**config.mk**
```make
export PLATFORM = sky130hd
export DESIGN_NAME = vpw_frame_monitor
export DESIGN_NICKNAME = d
export VERILOG_FILES = /design/src/rtl/vpw_mon_pkg.sv /design/src/rtl/vpw_sync.sv /design/src/rtl/vpw_span_timer.sv /design/src/rtl/vpw_sticky_flag.sv /design/src/rtl/vpw_frame_monitor.sv
export SDC_FILE = /design/constraint.sdc
export NUM_CORES = 1
export LEC_CHECK = 0
export BUFFER_PORTS_ARGS = -buffer_cell sky130_fd_sc_hd__buf_2
export CORE_MARGIN = 2
export CORE_UTILIZATION = 54
export CTS_CLUSTER_SIZE = 14
export DETAILED_ROUTE_END_ITERATION = 10
export PLACE_DENSITY_LB_ADDON = 0.2
export SLEW_MARGIN = 20
export SYNTH_ARGS = -nofsm -noshare
export SYNTH_HDL_FRONTEND = slang
export SYNTH_SLANG_ARGS = --single-unit
```
**constraint.sdc**
```tcl
create_clock -name clk -period 2.1 [get_ports clk]
set_input_delay 0 -clock clk [delete_from_list [all_inputs] [get_ports clk]]
set_output_delay 0 -clock clk [all_outputs]
set_load 0.005 [all_outputs]
```
**src/rtl/vpw_mon_pkg.sv**
```systemverilog
package vpw_mon_pkg;
   typedef enum logic [2:0] {
      VST_IDLE  = 3'd0,
      VST_FRAME = 3'd1,
      VST_EOD   = 3'd2,
      VST_SEP   = 3'd3,
      VST_BREAK = 3'd4
   } vpw_state_e;
endpackage

```
**src/rtl/vpw_sync.sv**
```systemverilog
module vpw_sync #(
   parameter int STAGES = 2
) (
   input  logic clk,
   input  logic rst_n,
   input  logic d_i,
   output logic q_o
);
   if (STAGES < 2) begin : g_bad_stages
      $error("vpw_sync: STAGES must be at least 2");
   end

   logic [STAGES-1:0] chain_q;

   for (genvar gi = 0; gi < STAGES; gi++) begin : g_stage
      if (gi == 0) begin : g_first
         always_ff @(posedge clk or negedge rst_n) begin
            if (!rst_n) chain_q[gi] <= 1'b0;
            else        chain_q[gi] <= d_i;
         end
      end else begin : g_next
         always_ff @(posedge clk or negedge rst_n) begin
            if (!rst_n) chain_q[gi] <= 1'b0;
            else        chain_q[gi] <= chain_q[gi-1];
         end
      end
   end

   assign q_o = chain_q[STAGES-1];
endmodule

```
**src/rtl/vpw_span_timer.sv**
```systemverilog
module vpw_span_timer #(
   parameter int CW   = 9,
   parameter int CMAX = 300
) (
   input  logic          clk,
   input  logic          rst_n,
   input  logic          lvl_i,
   input  logic          tick_i,
   output logic          lvl_o,
   output logic          rise_o,
   output logic          fall_o,
   output logic [CW-1:0] cnt_o
);
   if (CMAX >= (1 << CW)) begin : g_bad_width
      $error("vpw_span_timer: CW too narrow for CMAX");
   end

   localparam logic [CW-1:0] CNT_TOP = CW'(CMAX);

   logic          lvl_q;
   logic [CW-1:0] cnt_q;

   assign rise_o = lvl_i & ~lvl_q;
   assign fall_o = ~lvl_i & lvl_q;

   always_ff @(posedge clk or negedge rst_n) begin
      if (!rst_n) begin
         lvl_q <= 1'b0;
         cnt_q <= CNT_TOP;
      end else begin
         lvl_q <= lvl_i;
         if (rise_o || fall_o)
            cnt_q <= '0;
         else if (tick_i && cnt_q != CNT_TOP)
            cnt_q <= cnt_q + 1'b1;
      end
   end

   assign lvl_o = lvl_q;
   assign cnt_o = cnt_q;
endmodule

```
**src/rtl/vpw_sticky_flag.sv**
```systemverilog
module vpw_sticky_flag (
   input  logic clk,
   input  logic rst_n,
   input  logic set_i,
   input  logic clr_i,
   output logic flag_o
);
   always_ff @(posedge clk or negedge rst_n) begin
      if (!rst_n)     flag_o <= 1'b0;
      else if (set_i) flag_o <= 1'b1;
      else if (clr_i) flag_o <= 1'b0;
   end
endmodule

```
**src/rtl/vpw_frame_monitor.sv**
```systemverilog
module vpw_frame_monitor
   import vpw_mon_pkg::*;
#(
   parameter int EOD_US      = 200,
   parameter int EOF_US      = 280,
   parameter int IFS_US      = 300,
   parameter int BRK_US      = 240,
   parameter int SYNC_STAGES = 2
) (
   input  logic       clk,
   input  logic       rst_n,
   input  logic       tick_i,
   input  logic       bus_rx_i,
   input  logic       tx_active_i,
   input  logic       mode_4x_i,
   input  logic       eof_clr_i,
   input  logic       inv_clr_i,
   output logic [2:0] state_o,
   output logic       tx_ok_o,
   output logic       eof_flag_o,
   output logic       inv_flag_o,
   output logic       sof_o,
   output logic       frame_drop_o,
   output logic       exit_4x_o,
   output logic       tx_abort_o
);
   if (!(EOD_US > 0 && EOD_US < EOF_US && EOF_US < IFS_US)) begin : g_bad_order
      $error("vpw_frame_monitor: thresholds must rise EOD < EOF < IFS");
   end
   if (BRK_US < 2) begin : g_bad_brk
      $error("vpw_frame_monitor: BRK_US too small");
   end

   localparam int CMAX = (IFS_US > BRK_US) ? IFS_US : BRK_US;
   localparam int CW   = $clog2(CMAX + 1);
   localparam logic [CW-1:0] T_EOD = CW'(EOD_US);
   localparam logic [CW-1:0] T_EOF = CW'(EOF_US);
   localparam logic [CW-1:0] T_IFS = CW'(IFS_US);
   localparam logic [CW-1:0] T_EOF_M1 = CW'(EOF_US - 1);
   localparam logic [CW-1:0] T_BRK_M1 = CW'(BRK_US - 1);

   logic          bus_s;
   logic          lvl;
   logic          rise;
   logic          fall;
   logic [CW-1:0] cnt;
   logic          brk_q;
   logic          step;
   logic          brk_evt;
   logic          eof_evt;
   logic          sof_evt;
   vpw_state_e    st;

   vpw_sync #(.STAGES(SYNC_STAGES)) u_sync (
      .clk   (clk),
      .rst_n (rst_n),
      .d_i   (bus_rx_i),
      .q_o   (bus_s)
   );

   vpw_span_timer #(.CW(CW), .CMAX(CMAX)) u_timer (
      .clk    (clk),
      .rst_n  (rst_n),
      .lvl_i  (bus_s),
      .tick_i (tick_i),
      .lvl_o  (lvl),
      .rise_o (rise),
      .fall_o (fall),
      .cnt_o  (cnt)
   );

   assign step    = tick_i & ~rise & ~fall;
   assign brk_evt = lvl & step & (cnt == T_BRK_M1);
   assign eof_evt = ~lvl & step & (cnt == T_EOF_M1) & ~brk_q;
   assign sof_evt = rise & (cnt >= T_EOF);

   always_comb begin
      if (lvl)             st = brk_q ? VST_BREAK : VST_FRAME;
      else if (cnt < T_EOD) st = VST_FRAME;
      else if (cnt < T_EOF) st = VST_EOD;
      else if (cnt < T_IFS) st = VST_SEP;
      else                  st = VST_IDLE;
   end

   assign state_o = st;
   assign tx_ok_o = (st == VST_IDLE);

   always_ff @(posedge clk or negedge rst_n) begin
      if (!rst_n) begin
         brk_q        <= 1'b0;
         sof_o        <= 1'b0;
         frame_drop_o <= 1'b0;
         exit_4x_o    <= 1'b0;
         tx_abort_o   <= 1'b0;
      end else begin
         if (brk_evt)      brk_q <= 1'b1;
         else if (sof_evt) brk_q <= 1'b0;
         sof_o        <= sof_evt;
         frame_drop_o <= brk_evt & ~tx_active_i;
         exit_4x_o    <= brk_evt & ~tx_active_i & mode_4x_i;
         tx_abort_o   <= brk_evt & tx_active_i;
      end
   end

   vpw_sticky_flag u_eof_flag (
      .clk    (clk),
      .rst_n  (rst_n),
      .set_i  (eof_evt),
      .clr_i  (eof_clr_i),
      .flag_o (eof_flag_o)
   );

   vpw_sticky_flag u_inv_flag (
      .clk    (clk),
      .rst_n  (rst_n),
      .set_i  (brk_evt & ~tx_active_i),
      .clr_i  (inv_clr_i),
      .flag_o (inv_flag_o)
   );
endmodule


```
* Word-level counts from Yosys, hierarchy flattened
Cells that the tools add are included.
Operators by class: add/subtract/negate cells 1, $lt $le $gt $ge 4, multiplexer cells 13, reduce and logical (&&, ||, !) cells 7, bitwise operators 19, equal/unequal tests 3
Operators by type and width (number):
- 9-bit < comparator, second input constant | 2
- 9-bit two-way mux | 2
- 1-bit AND | 13
- 9-bit by 1-bit adder with 9-bit output, second input constant | 1
- 9-bit by 8-bit equality test with 1-bit output, second input constant | 1
- 9-bit equality test, second input constant | 1
- 9-bit greater-or-equal comparator, second input constant | 1
- 9-bit by 8-bit < comparator with 1-bit output, second input constant | 1
- 9-bit != test, second input constant | 1
- 2-bit nonzero test | 4
- 1-bit two-way mux | 6
- 2-bit two-way mux | 3
- 3-bit two-way mux | 2
- 1-bit NOT | 6
- 3-bit zero test | 1
- 1-bit logical AND | 1
- 1-bit logical OR | 1
Storage, ports and cells: output and inout port bits 10, bits in registers 19, input port bits 8

* Longest topological paths before layout
word-level depth 9, mapped depth 6

* Modules after synthesis
Synthesis repeated with hierarchy kept, for this count alone.
Second synthesis, totals: cells, all modules 108, area, all modules 1053.5 um2
Modules (own cells, without submodules):
- vpw_span_timer | cells each 61, instances 1, area each 585.6 um2
- vpw_frame_monitor | cells each 39, instances 1, area each 345.3 um2
- vpw_sticky_flag | cells each 3, instances 2, area each 36.3 um2
- vpw_sync | cells each 2, instances 1, area each 50.0 um2

* Worst setup path before layout
Ideal clock, no wire load.
kind register to register, from reg u_timer.lvl_q, in the netlist u_timer.lvl_o, to reg exit_4x_o, setup slack 499 ps, data arrival time 1535 ps, setup time 66 ps, stages on the path, launching flop included 7, path buffers 0, period minus slack after synthesis 1601 ps, cells stage by stage dfrtp_1 > inv_1 > ha_1 > nand4bb_4 > or4_4 > nor2_4 > and2_1
On the way: longest elaborated chain between the ends 9, elaborated cells between the ends (all ways) 11, classes of those cells bitwise (11)
RTL lines:
- start: declaration | RTL line vpw_span_timer.sv:20 | logic lvl_q;
- start signal: assignment | RTL line vpw_span_timer.sv:31 | lvl_q <= lvl_i;
- 1-bit NOT | RTL line vpw_span_timer.sv:23 | assign rise_o = lvl_i & ~lvl_q;
- 1-bit AND | RTL line vpw_span_timer.sv:23
- 1-bit NOT | RTL line vpw_frame_monitor.sv:72 | assign step = tick_i & ~rise & ~fall;
- 1-bit AND (2 in series) | RTL line vpw_frame_monitor.sv:72
- 1-bit AND (*) (2 in series) | RTL line vpw_frame_monitor.sv:73 | assign brk_evt = lvl & step & (cnt == T_BRK_M1);
- 1-bit AND (*)
- net u_inv_flag.set_i | RTL line vpw_sticky_flag.sv:4 | input logic set_i,
- 1-bit AND (*) | RTL line vpw_frame_monitor.sv:100 | exit_4x_o <= brk_evt & ~tx_active_i & mode_4x_i;
- end signal: assignment | RTL line vpw_frame_monitor.sv:100
- end: declaration | RTL line vpw_frame_monitor.sv:24 | output logic exit_4x_o,
Mark *: on every way through the listed nets, which the timed path passes. The rest lies on a longest branch. A chain may end at the register's enable or synchronous reset.

* Worst setup path after layout
Ends and elaborated chain as after synthesis.

==> key figures <==
Critical path
  – Largest fanout on the critical path: 5
  – Setup crit end kind: flip-flop
  – Worst path slowest cell: or4_4
  – CP bufs+invs: 1
  – CP peak stage delay: between 0.5 and 0.6 ns
  – Crit path kind: flip-flop to flip-flop
  – Top delay family on crit path: simple AND/OR/NAND/NOR gates
  – Worst Setup SP: u_timer.lvl_o$_DFF_PN0_
  – WP data arrival: between 1.5 and 2 ns
  – Cell Chain, Critical Path: inv_1 > ha_1 > nand4bb_4 > or4_4 > nor2_4 > and2_1
  – Worst R2R Start: u_timer.lvl_o$_DFF_PN0_
  – Worst Reg-to-Reg Cells: 6
  – CP Launch Type: flip-flop
  – Worst path required time: around 2.4 ns
  – Stages on worst setup path: 6

Floorplan
  – Core box area: ~1800 um2
  – Die ar.: 2300 um2
  – Die W: between 40 and 50 um
  – IO Pins: 18
  – Core Rows: 15
  – Initial Util: 0.587
  – Die Y-Extent: 48.0 um

Power
  – Leak: between 0.6 and 0.7 nW
  – Sw power: 147 uW
  – Sw frac: 0.236
  – Clock power frac: 0.292
  – Peak supply drop: 0.423 mV
  – Comb pwr share: 0.093
  – Flop pwr share: 0.615
  – Cell Pwr Density: slightly above 500 nW/um2
  – Internal power: around 480 uW

Worst hold path
  – Hold Path Depth: 2
  – Min-delay worst type: input pin to flip-flop
  – Hold Path Origin: tick_i

Timing
  – Fmax: 582 MHz
  – Slew margin rel.: 0.730
  – Fin crit share: 0.819
  – Minimum clock period: 1.72 ns
  – Clk_skew: 0.00452 ns
  – Setup_tns: 0 ns
  – RSZ-0062 raised after global routing: no
  – Max-slew violations: 0
  – Slew @ Worst Pin: roughly 0.40 ns
  – Final hold vios: 0
  – Final setup fails: 0

Synth
  – Ys flop type: dfrtp_1
  – Synth Area in Simple Gates: 0.280
  – Syn Area/Cell: about 9.9 um2
  – Synth cell types: 35
  – Synth Area in XOR/XNOR: 0.0335
  – Mux share of post-synthesis cell area: 0.00957
  – Post-Syn Instances: about 110
  – Largest family of logic cells by synthesized area: simple AND/OR/NAND/NOR gates
  – Post-Syn Nets: approximately 120
  – Post-synthesis sequential area ratio: 0.459
  – Adder-cell share of the synthesized area: 0.0478
  – Asr flop ratio synth: 1.00
  – Syn. warnings: 0
  – Post-synthesis cell area: 1050 um2
  – Number of flops mapped to enable cells by yosys: 0
  – Post-synthesis compound-gate area fraction: 0.108
  – Synthesis-stage register bit count: 19

Final layout
  – Final nets: roughly 140
  – Layout cells sized above 1: 0.238
  – Most common cell after layout, fill and taps aside: buf_2
  – Fin area: ~1200 um2
  – Fillcell total: 153
  – Layout Utilization: 0.679
  – Antenna fix cells: 0
  – Area grow syn2layout: 15.7%
  – Commonest non-fill, non-tap cells in the layout: 17 x buf_2, 15 x dfrtp_1, 11 x nand2_1, 9 x nor2_1

Global route
  – Met2 track demand over resource: 0.336
  – GRT Total Usage: 0.204
  – Largest net degree at the start of global routing: 20
  – GRT met3 Usage: 0.0453
  – Initial antenna violation count: 0
  – Busiest grt layer: met2
  – Vias in the first global route: 766
  – First-pass GRT wire length: about 3.2 mm
  – Met1 usage: 0.251
  – GRT Residual Overflow: 0

Detailed routing
  – Routed wire length: around 2.0 mm
  – DRC violations left: 0
  – Via count: 815
  – DR WL/cell: about 13 um
  – Vias/cell: 5.40
  – Initial DRC count: 24
  – Routed Antenna Nets: 0
  – Pre-antenna DRT Iters: 4

CTS
  – PostCTS Resize Cnt: 0
  – Clock Sinks: 19
  – Root buf cell: clkbuf_4
  – Latest clock arrival within the worst-skew pair: ~0.3 ns
  – Clock Path Buffers: 2
  – Post-CTS Setup Inserts: 0
  – TritonCTS Buffers: 3
  – CTS tree: done
  – Clock transition at path regs: roughly 0.10 ns
  – H-tree depth: 1
  – Hold-fix buffers, CTS: 6

Job
  – Max Cap Viol: 0

Placement
  – Placed wire-length estimate: 1.46 mm
  – Gpl congestion: between 0.8 and 0.9
  – Port bufs: 17
  – Placed Area: 1120 um2

Status
  – Status: completed
## area by class of cell
cell class | count | area (um2) | area share
Multi-Input combinational cell | 73 | 500 | 0.414
Sequential cell | 19 | 480 | 0.397
Timing Repair Buffer | 23 | 145 | 0.120
Tap cell | 25 | 31.3 | 0.0259
Clock buffer | 4 | 26.3 | 0.0217
Inverter | 7 | 26.3 | 0.0217
## kinds of logic (layout without fill, tap and decap cells)
family	Yosys count	after routing
and+or+nand+nor	46	46
AOI/OAI and AO/OA	18	18
xor gates and xnor gates	4	4
buffers and inverters	14	34
muxes	1	1
DFF	19	19
adders and majority gates	4	4
## synthesized netlist by cell type (2+ instances only)
master | n | area share
a21o_1 | 2 | 0.014
a21oi_1 | 7 | 0.033
and2_1 | 6 | 0.036
and3_1 | 2 | 0.012
buf_2 | 3 | 0.014
clkbuf_1 | 2 | 0.0072
dfrtp_1 | 15 | 0.36
dfstp_2 | 4 | 0.10
ha_1 | 4 | 0.048
inv_1 | 7 | 0.025
nand2_1 | 11 | 0.039
nand3_1 | 3 | 0.014
nand3b_4 | 2 | 0.038
nand4_1 | 4 | 0.024
nor2_1 | 9 | 0.032
o21ai_0 | 2 | 0.0096
o22ai_1 | 3 | 0.018
xnor2_1 | 3 | 0.025
## flip-flops by register name, indices dropped and copies added (netlist names)
name / cells
brk_q: 1
u_sync.chain_q: 1
u_sync.q_o: 1
sof_o: 1
u_timer.cnt_o: 9
frame_drop_o: 1
u_timer.lvl_o: 1
exit_4x_o: 1
u_eof_flag.flag_o: 1
tx_abort_o: 1
u_inv_flag.flag_o: 1
## worst reg2reg max path, stage by stage, from the launching register on
cell       delay, ns
dfrtp_1         0.42
inv_1           0.10
ha_1            0.21
nand4bb_4       0.19
or4_4           0.53
nor2_4          0.10
and2_1          0.12
## worst paths after layout
kind / endpoint / slack, ns
max in group asynchronous: u_timer.cnt_o[2]$_DFFE_PN1P_ / 1.62
hold reg to reg: u_sync.q_o$_DFF_PN0_ / 0.36
min in group asynchronous: u_timer.cnt_o[6]$_DFFE_PN0P_ / 0.15
setup reg to reg: exit_4x_o$_DFF_PN0_ / 0.38
setup / recovery: exit_4x_o$_DFF_PN0_ / 0.38
hold / removal: u_timer.cnt_o[1]$_DFFE_PN0P_ / 0.02
## per-stage QoR
stage / setup slack, ns / total power [mW] / cells / hold slack [ns]
floorplan: 0.499 / 0.418 / 106 / -0.296
global placement: 0.465 / 0.439 / 141 / -0.0473
detailed placement: 0.392 / 0.441 / 141 / -0.0450
CTS: 0.375 / 0.632 / 151 / 0.0117
global route: 0.256 / 0.656 / 151 / 0.0173
finish: 0.380 / 0.623 / 151 / 0.0207
## power groups by stage
| stage | Sequential [mW] | Combinational (mW) | Clock [mW] |
|---|---|---|---|
| final | 0.383 | 0.0581 | 0.182 |
| after global routing | 0.385 | 0.0657 | 0.205 |
| after CTS | 0.383 | 0.0592 | 0.189 |
| after detailed placement | 0.390 | 0.0506 | 0 |
| after global placement | 0.390 | 0.0490 | 0 |
| after floorplan | 0.387 | 0.0310 | 0 |
## layer usage
metal  up-vias  share of wire
met1       393           0.43
li1        396              -
met3         5          0.040
met4         0          0.020
met5         -              0
met2        21           0.51
(Power assumes the default switching activity.)
